<file path="src/rtl/brc_pkg.sv">
package brc_pkg;
    typedef enum logic [2:0] {
        BR_EQ   = 3'd0,
        BR_NE   = 3'd1,
        BR_LEZ  = 3'd2,
        BR_GTZ  = 3'd3,
        BR_LTZ  = 3'd4,
        BR_GEZ  = 3'd5,
        BR_RSV6 = 3'd6,
        BR_RSV7 = 3'd7
    } br_kind_e;
endpackage

</file>
<file path="src/rtl/brc_match_unit.sv">
// Two-operand equality through XOR and an OR reduction, with no carry.
module brc_match_unit #(
    parameter int DW = 32
) (
    input  logic [DW-1:0] op_a,
    input  logic [DW-1:0] op_b,
    output logic          same
);
    logic [DW-1:0] diff_bits;

    always_comb begin
        diff_bits = op_a ^ op_b;
        same      = ~(|diff_bits);
    end

    always_comb begin

        if (same) begin
            match_sign_chk: assert (op_a[DW-1] == op_b[DW-1] && op_a[0] == op_b[0]);
        end
    end
endmodule

</file>
<file path="src/rtl/brc_zero_unit.sv">
// Sign bit plus a zero test of the remaining bits of one operand.
module brc_zero_unit #(
    parameter int DW = 32
) (
    input  logic [DW-1:0] op_a,
    output logic          lez,
    output logic          gtz,
    output logic          ltz,
    output logic          gez
);
    localparam int MSB = DW - 1;

    logic sign_bit;
    logic low_clear;

    always_comb begin
        sign_bit  = op_a[MSB];
        low_clear = ~(|op_a[MSB-1:0]);
        ltz       = sign_bit;
        gez       = ~sign_bit;
        lez       = sign_bit | low_clear;
        gtz       = ~sign_bit & ~low_clear;
    end

    always_comb begin

        if (lez && gez) begin
            zero_both_chk: assert (op_a == '0);
        end
    end
endmodule

</file>
<file path="src/rtl/brc_slt_unit.sv">
// Set-less-than: uses a subtractor, but sits beside the branch path.
module brc_slt_unit #(
    parameter int DW = 32
) (
    input  logic [DW-1:0] op_a,
    input  logic [DW-1:0] op_b,
    input  logic          uns,
    output logic [DW-1:0] result
);
    localparam int EW = DW + 1;

    logic [EW-1:0] ext_a;
    logic [EW-1:0] ext_b;
    logic [EW-1:0] delta;

    always_comb begin
        ext_a  = {~uns & op_a[DW-1], op_a};
        ext_b  = {~uns & op_b[DW-1], op_b};
        delta  = ext_a - ext_b;
        result = {{(DW-1){1'b0}}, delta[EW-1]};
    end

    always_comb begin

        if (op_a == op_b) begin
            slt_equal_chk: assert (result == '0);
        end
    end
endmodule

</file>
<file path="src/rtl/brc_eval.sv">
module brc_eval
    import brc_pkg::*;
#(
    parameter int DW = 32
) (
    input  logic [DW-1:0] rs_val,
    input  logic [DW-1:0] rt_val,
    input  logic [2:0]    br_kind,
    input  logic          slt_unsigned,
    output logic          br_taken,
    output logic [DW-1:0] slt_out
);
    logic     eq_hit;
    logic     lez_hit;
    logic     gtz_hit;
    logic     ltz_hit;
    logic     gez_hit;
    br_kind_e kind;

    brc_match_unit #(.DW(DW)) u_match (
        .op_a (rs_val),
        .op_b (rt_val),
        .same (eq_hit)
    );

    brc_zero_unit #(.DW(DW)) u_zero (
        .op_a (rs_val),
        .lez  (lez_hit),
        .gtz  (gtz_hit),
        .ltz  (ltz_hit),
        .gez  (gez_hit)
    );

    brc_slt_unit #(.DW(DW)) u_slt (
        .op_a   (rs_val),
        .op_b   (rt_val),
        .uns    (slt_unsigned),
        .result (slt_out)
    );

    always_comb begin
        kind = br_kind_e'(br_kind);
        unique case (kind)
            BR_EQ:   br_taken = eq_hit;
            BR_NE:   br_taken = ~eq_hit;
            BR_LEZ:  br_taken = lez_hit;
            BR_GTZ:  br_taken = gtz_hit;
            BR_LTZ:  br_taken = ltz_hit;
            BR_GEZ:  br_taken = gez_hit;
            default: br_taken = 1'b0;
        endcase
    end

    always_comb begin

        if (br_kind[2:1] == 2'b11) begin
            reserved_kind_chk: assert (!br_taken);
        end

        slt_upper_chk: assert (slt_out[DW-1:1] == '0);
    end
endmodule

</file>
<file path="config.mk">
export PLATFORM = sky130hd
export DESIGN_NAME = brc_eval
export DESIGN_NICKNAME = d
export VERILOG_FILES = /design/src/rtl/brc_pkg.sv /design/src/rtl/brc_match_unit.sv /design/src/rtl/brc_zero_unit.sv /design/src/rtl/brc_slt_unit.sv /design/src/rtl/brc_eval.sv
export SDC_FILE = /design/constraint.sdc
export NUM_CORES = 1
export LEC_CHECK = 0
export CAP_MARGIN = 40
export CELL_PAD_IN_SITES_DETAIL_PLACEMENT = 0
export CELL_PAD_IN_SITES_GLOBAL_PLACEMENT = 1
export CORE_ASPECT_RATIO = 0.5
export CORE_UTILIZATION = 20
export DETAILED_ROUTE_END_ITERATION = 12
export PLACE_DENSITY = 0.82
export SLEW_MARGIN = 10
export SYNTH_ARGS = -nofsm -noshare
export SYNTH_HDL_FRONTEND = slang
export SYNTH_SLANG_ARGS = --single-unit
</file>
<file path="constraint.sdc">
create_clock -name vclk -period 2.62
set_clock_uncertainty 0.1 [all_clocks]
set_input_delay 0.524 -clock vclk [all_inputs]
set_output_delay 0.524 -clock vclk [all_outputs]
set_load 0.1 [all_outputs]
</file>
==> results.sh, run 1 <==
export IMPL_status="complete, but fails checks"
export IMPL_violations="negative setup slack"
export IMPL_setup_ws_ns=-0.351
export IMPL_vias=1522
export IMPL_setup_viol=2
export IMPL_final_common_cell="dlygate4sd2_1"
export IMPL_min_path_type="in2out"
export IMPL_cp_required_ns=2.00
export IMPL_totalWireLength_mm=4.21
export IMPL_cp_max_fo=2
export IMPL_n_sequential_cell=0
export IMPL_antennaDiodeCount=0
export IMPL_start_util=0.217
export IMPL_timing_hold_ws_ns=1.73
export IMPL_start_kind="input port"
export IMPL_hold_viol=0
export IMPL_grt_pass1_vias=1579
export IMPL_synthSimpleGateAreaFrac=0.218
export IMPL_synth_adder_area_share=0.322
export IMPL_static_leakage_power_nw=1.19
export IMPL_synthMuxAreaShare=0
export IMPL_die_h_um=57.7
export IMPL_die_x_um=113
export IMPL_first_pass_iters=4
export IMPL_p_total_mw=0.607
export IMPL_dpl_worst_slack_ns=-0.865
export IMPL_io_buffer_count=70
export IMPL_final_cell_mix="dlygate4sd2_1 (36), conb_1 (31), ha_4 (29)"
export IMPL_core_region_area_sq_um=5730
export IMPL_max_cap_violations=0
export IMPL_wl_per_cell_um=11.9
export IMPL_drt_iter0_drc=27
export IMPL_drc_errors=0
export IMPL_period_share=1.13
export IMPL_cts_hold_buf=0
export IMPL_drt_antenna_violating_nets=0
export IMPL_setup_tns_ns=-0.693
export IMPL_gp_congestion=0.746
export IMPL_hpwl_mm=3.32
export IMPL_row_count=19
export IMPL_period_needed_ns=2.97
export IMPL_worstPathArrival_ns=2.35
export IMPL_grt_pass1_wl_mm=6.69
export IMPL_grt_antenna_before_repair=0
export IMPL_clkbuf_count=0
export IMPL_area_growth_syn_to_layout_pct=112
export IMPL_clock_fmax_ghz=0.337
export IMPL_yosysWarnings=0
export IMPL_final_seq_area_sq_um=0
export IMPL_grt_max_degree=5
export IMPL_grt_usage=0.124
export IMPL_rsz0062_at_grt="true"
export IMPL_crit_type="in2out"
export IMPL_finish_net_count=372
export IMPL_slew_viol_final=0
export IMPL_avgSynthCellArea_sq_um=7.14
export IMPL_synth_top_family_by_area="adder cells"
export IMPL_layout_drive_gt1_share=0.537
export IMPL_end_kind="primary output"
export IMPL_fill_cells=547
export IMPL_ys_seq_area_frac=0
export IMPL_vias_per_cell=4.30
export IMPL_dieArea_sq_um=6550
export IMPL_synth_compound_area_frac=0.156
export IMPL_syn_inst=174
export IMPL_ir_drop_mv=0.124
export IMPL_powerDensity_nw_per_um2=231
export IMPL_synth_xor_xnor_area_share=0.0141
export IMPL_ios=101
export IMPL_syn_area_sq_um=1240
export IMPL_grt_overflow=0
export IMPL_synth_cell_types=32
==> area by class of cell <==
cell class         count  area, sq um  share of cell area
inverters             33          146              0.0557
well taps             84          105              0.0400
repair buffers        97          850               0.323
multi-input cells    140         1530               0.581
==> path summary, 6_finish.rpt <==
path	from	end	slack [ns]	cells after the start
worst max-delay path	rt_val[10]	slt_out[0]	-0.35	9
worst min-delay path	rs_val[31]	br_taken	1.73	5
==> synthesized netlist by cell type <==
library cell / instances / area [sq um]
inv_1: 33 / 124
ha_1: 32 / 400
buf_4: 31 / 233
a21oi_1: 12 / 60.1
nand2_1: 7 / 26.3
nand4_1: 7 / 43.8
nor4_1: 7 / 43.8
nand2b_1: 5 / 31.3
nand3_1: 4 / 20.0
nor2_1: 4 / 15.0
o21ai_0: 4 / 20.0
a21o_1: 3 / 22.5
and4_1: 3 / 26.3
a221oi_1: 2 / 17.5
nor2b_1: 2 / 12.5
xor2_1: 2 / 17.5
a211oi_1: 1 / 7.51
a21oi_2: 1 / 8.76
a221o_1: 1 / 10.0
a311o_1: 1 / 10.0
a31oi_1: 1 / 6.26
and2_1: 1 / 6.26
conb_1: 1 / 3.75
nand4bb_1: 1 / 11.3
nor3_1: 1 / 5.00
nor3_2: 1 / 10.0
nor3b_1: 1 / 7.51
o211ai_1: 1 / 7.51
o22ai_1: 1 / 6.26
o31a_2: 1 / 10.0
o31ai_1: 1 / 7.51
or4_4: 1 / 11.3
==> critical path: stages <==
cell and delay [ns]:
buf_8 0.09, inv_12 0.03, ha_4 0.25, nand4_1 0.13, or4_4 0.57, a21oi_4 0.15, o31ai_2 0.08, a311o_2 0.34
buf_12 0.17
==> power breakdown <==
part / leakage, nW / total (mW) / internal [mW] / switching, mW
clock network: 0 / 0 / 0 / 0
registers: 0 / 0 / 0 / 0
logic: 1.19 / 0.607 / 0.223 / 0.384
==> metrics by stage <==
stage / cells / area (sq um) / util
after CTS: 353 / 2590 / 0.453
final: 354 / 2630 / 0.459
after floorplan: 204 / 1470 / -
after global placement: 350 / 2230 / 0.390
after detailed placement: 350 / 2230 / 0.390
after global routing: 354 / 2630 / 0.459
==> cells by family after synthesis <==
logic type / after synthesis
fa+ha+maj: 32
xor+xnor: 2
simple gates: 45
buf+inv: 64
other cells: 1
compound gates: 30
==> what timing repair did <==
action	CTS	global route
pin swaps	46	8
setup buffers	4	1
endpoints found under the setup margin	2	2
resized for setup	238	7
==> metal layers <==
layer	global-route usage	vias to the layer above	share of wire
met5	0	-	0
met4	0.0226	0	0.012
met3	0.00418	6	0.036
met2	0.268	62	0.55
met1	0.135	707	0.40
li1	-	747	-
(Power assumes the default switching activity.)
==> inputs of run 2 (changes only) <==
Settings changed: PLACE_DENSITY 0.82 to 0.78.
==> results.sh, run 2 (synthesis gave the netlist of run 1 again) <==
export IMPL_first_pass_iters=4
export IMPL_period_needed_ns=2.97
export IMPL_final_seq_area_sq_um=0
export IMPL_layout_drive_gt1_share=0.485
export IMPL_fill_cells=561
export IMPL_die_h_um=57.7
export IMPL_powerDensity_nw_per_um2=233
export IMPL_start_kind="input port"
export IMPL_violations="negative setup slack"
export IMPL_io_buffer_count=70
export IMPL_ios=101
export IMPL_wl_per_cell_um=11.1
export IMPL_worst_path_buf_inv=3
export IMPL_row_count=19
export IMPL_setup_ws_ns=-0.349
export IMPL_grt_overflow=0
export IMPL_area_growth_syn_to_layout_pct=107
export IMPL_vias_per_cell=4.15
export IMPL_cp_max_fo=2
export IMPL_grt_antenna_before_repair=0
export IMPL_static_leakage_power_nw=1.21
export IMPL_grt_pass1_wl_mm=6.55
export IMPL_crit_type="in2out"
export IMPL_core_region_area_sq_um=5730
export IMPL_dpl_worst_slack_ns=-0.877
export IMPL_final_cell_mix="conb_1 (31), dlygate4sd2_1 (31), buf_4 (27)"
export IMPL_rsz0062_at_grt="true"
export IMPL_final_util=0.449
export IMPL_drc_errors=0
export IMPL_status="complete, but fails checks"
export IMPL_setup_viol=2
export IMPL_gp_congestion=0.786
export IMPL_grt_usage=0.122
export IMPL_cp_required_ns=2.00
export IMPL_finish_net_count=374
export IMPL_min_path_type="in2out"
export IMPL_drt_antenna_violating_nets=0
export IMPL_vias=1476
export IMPL_crit_family="simple AND/OR/NAND/NOR gates"
export IMPL_max_stage_delay_ns=0.58
export IMPL_hold_viol=0
export IMPL_die_x_um=113
export IMPL_clkbuf_count=0
export IMPL_grt_pass1_vias=1462
export IMPL_end_kind="primary output"
export IMPL_clock_fmax_ghz=0.337
export IMPL_totalWireLength_mm=3.95
export IMPL_start_util=0.217
export IMPL_cts_hold_buf=0
export IMPL_grt_max_degree=5
export IMPL_max_cap_violations=0
export IMPL_hpwl_mm=3.17
export IMPL_dieArea_sq_um=6550
export IMPL_worstPathArrival_ns=2.34
export IMPL_antennaDiodeCount=0
export IMPL_slew_viol_final=0
export IMPL_n_sequential_cell=0
export IMPL_ir_drop_mv=0.0913
export IMPL_drt_iter0_drc=15
export IMPL_period_share=1.13
export IMPL_cp_cell_sequence="buf_8, inv_12, ha_4, nand4_1, or4_4, a21oi_4, o31ai_2, a311o_2, buf_12"
export IMPL_crit_slowest_cell="or4_4"
run 2: cell types whose count changed in the layout (fill, tap and decap cells not counted), sizes merged:
cell	delta
buf	+1
clkdlybuf4s15	+4
dlygate4sd2	-5
dlymetal6s2s	+2
run 2: path summary, 6_finish.rpt:
path,start,end,slack [ns],cells past startpoint
hold / removal,br_kind[0],br_taken,1.74,3
setup / recovery,rt_val[10],slt_out[0],-0.35,9
run 2: routing by layer:
metal | vias to the layer above | track usage | share of wire
li1 | 744 | - | -
met1 | 676 | 0.145 | 0.41
met2 | 54 | 0.253 | 0.55
met3 | 2 | 0.00837 | 0.045
met4 | 0 | 0.00564 | 0.0043
met5 | - | 0 | 0
run 2: cell type report:
class,count,area (sq um),share of cell area
Timing Repair Buffer,99,856,0.333
Tap cell,84,105,0.0409
Multi-Input combinational cell,140,1460,0.569
Inverter,33,146,0.0569
run 2: power breakdown:
part           internal (mW)  leakage [nW]  switching (mW)
clock                      0             0               0
combinational          0.221          1.21           0.378
sequential                 0             0               0
total                  0.221          1.21           0.378
run 2: worst min-delay path: stages:
cell and delay (ns):
clkdlybuf4s50_1 0.52, a31oi_4 0.10, buf_12 0.17
run 2: per-stage QoR:
stage | power [mW] | cell area [sq um] | TNS [ns] | hold WS (ns) | std cells
after floorplan | 0.372 | 1470 | -0.456 | 1.22 | 204
after global placement | 0.525 | 2230 | -1.70 | 1.75 | 350
after detailed placement | 0.530 | 2230 | -1.75 | 1.74 | 350
after CTS | 0.586 | 2550 | -0.749 | 1.74 | 356
after global routing | 0.637 | 2570 | -0.780 | 1.75 | 356
final | 0.599 | 2570 | -0.686 | 1.74 | 356
run 2: what timing repair did:
item                                    4_1_cts  5_1_grt
pin swaps                                    47       15
endpoints found under the setup margin        2        2
setup buffers                                 6        0
resized for setup                           210       10
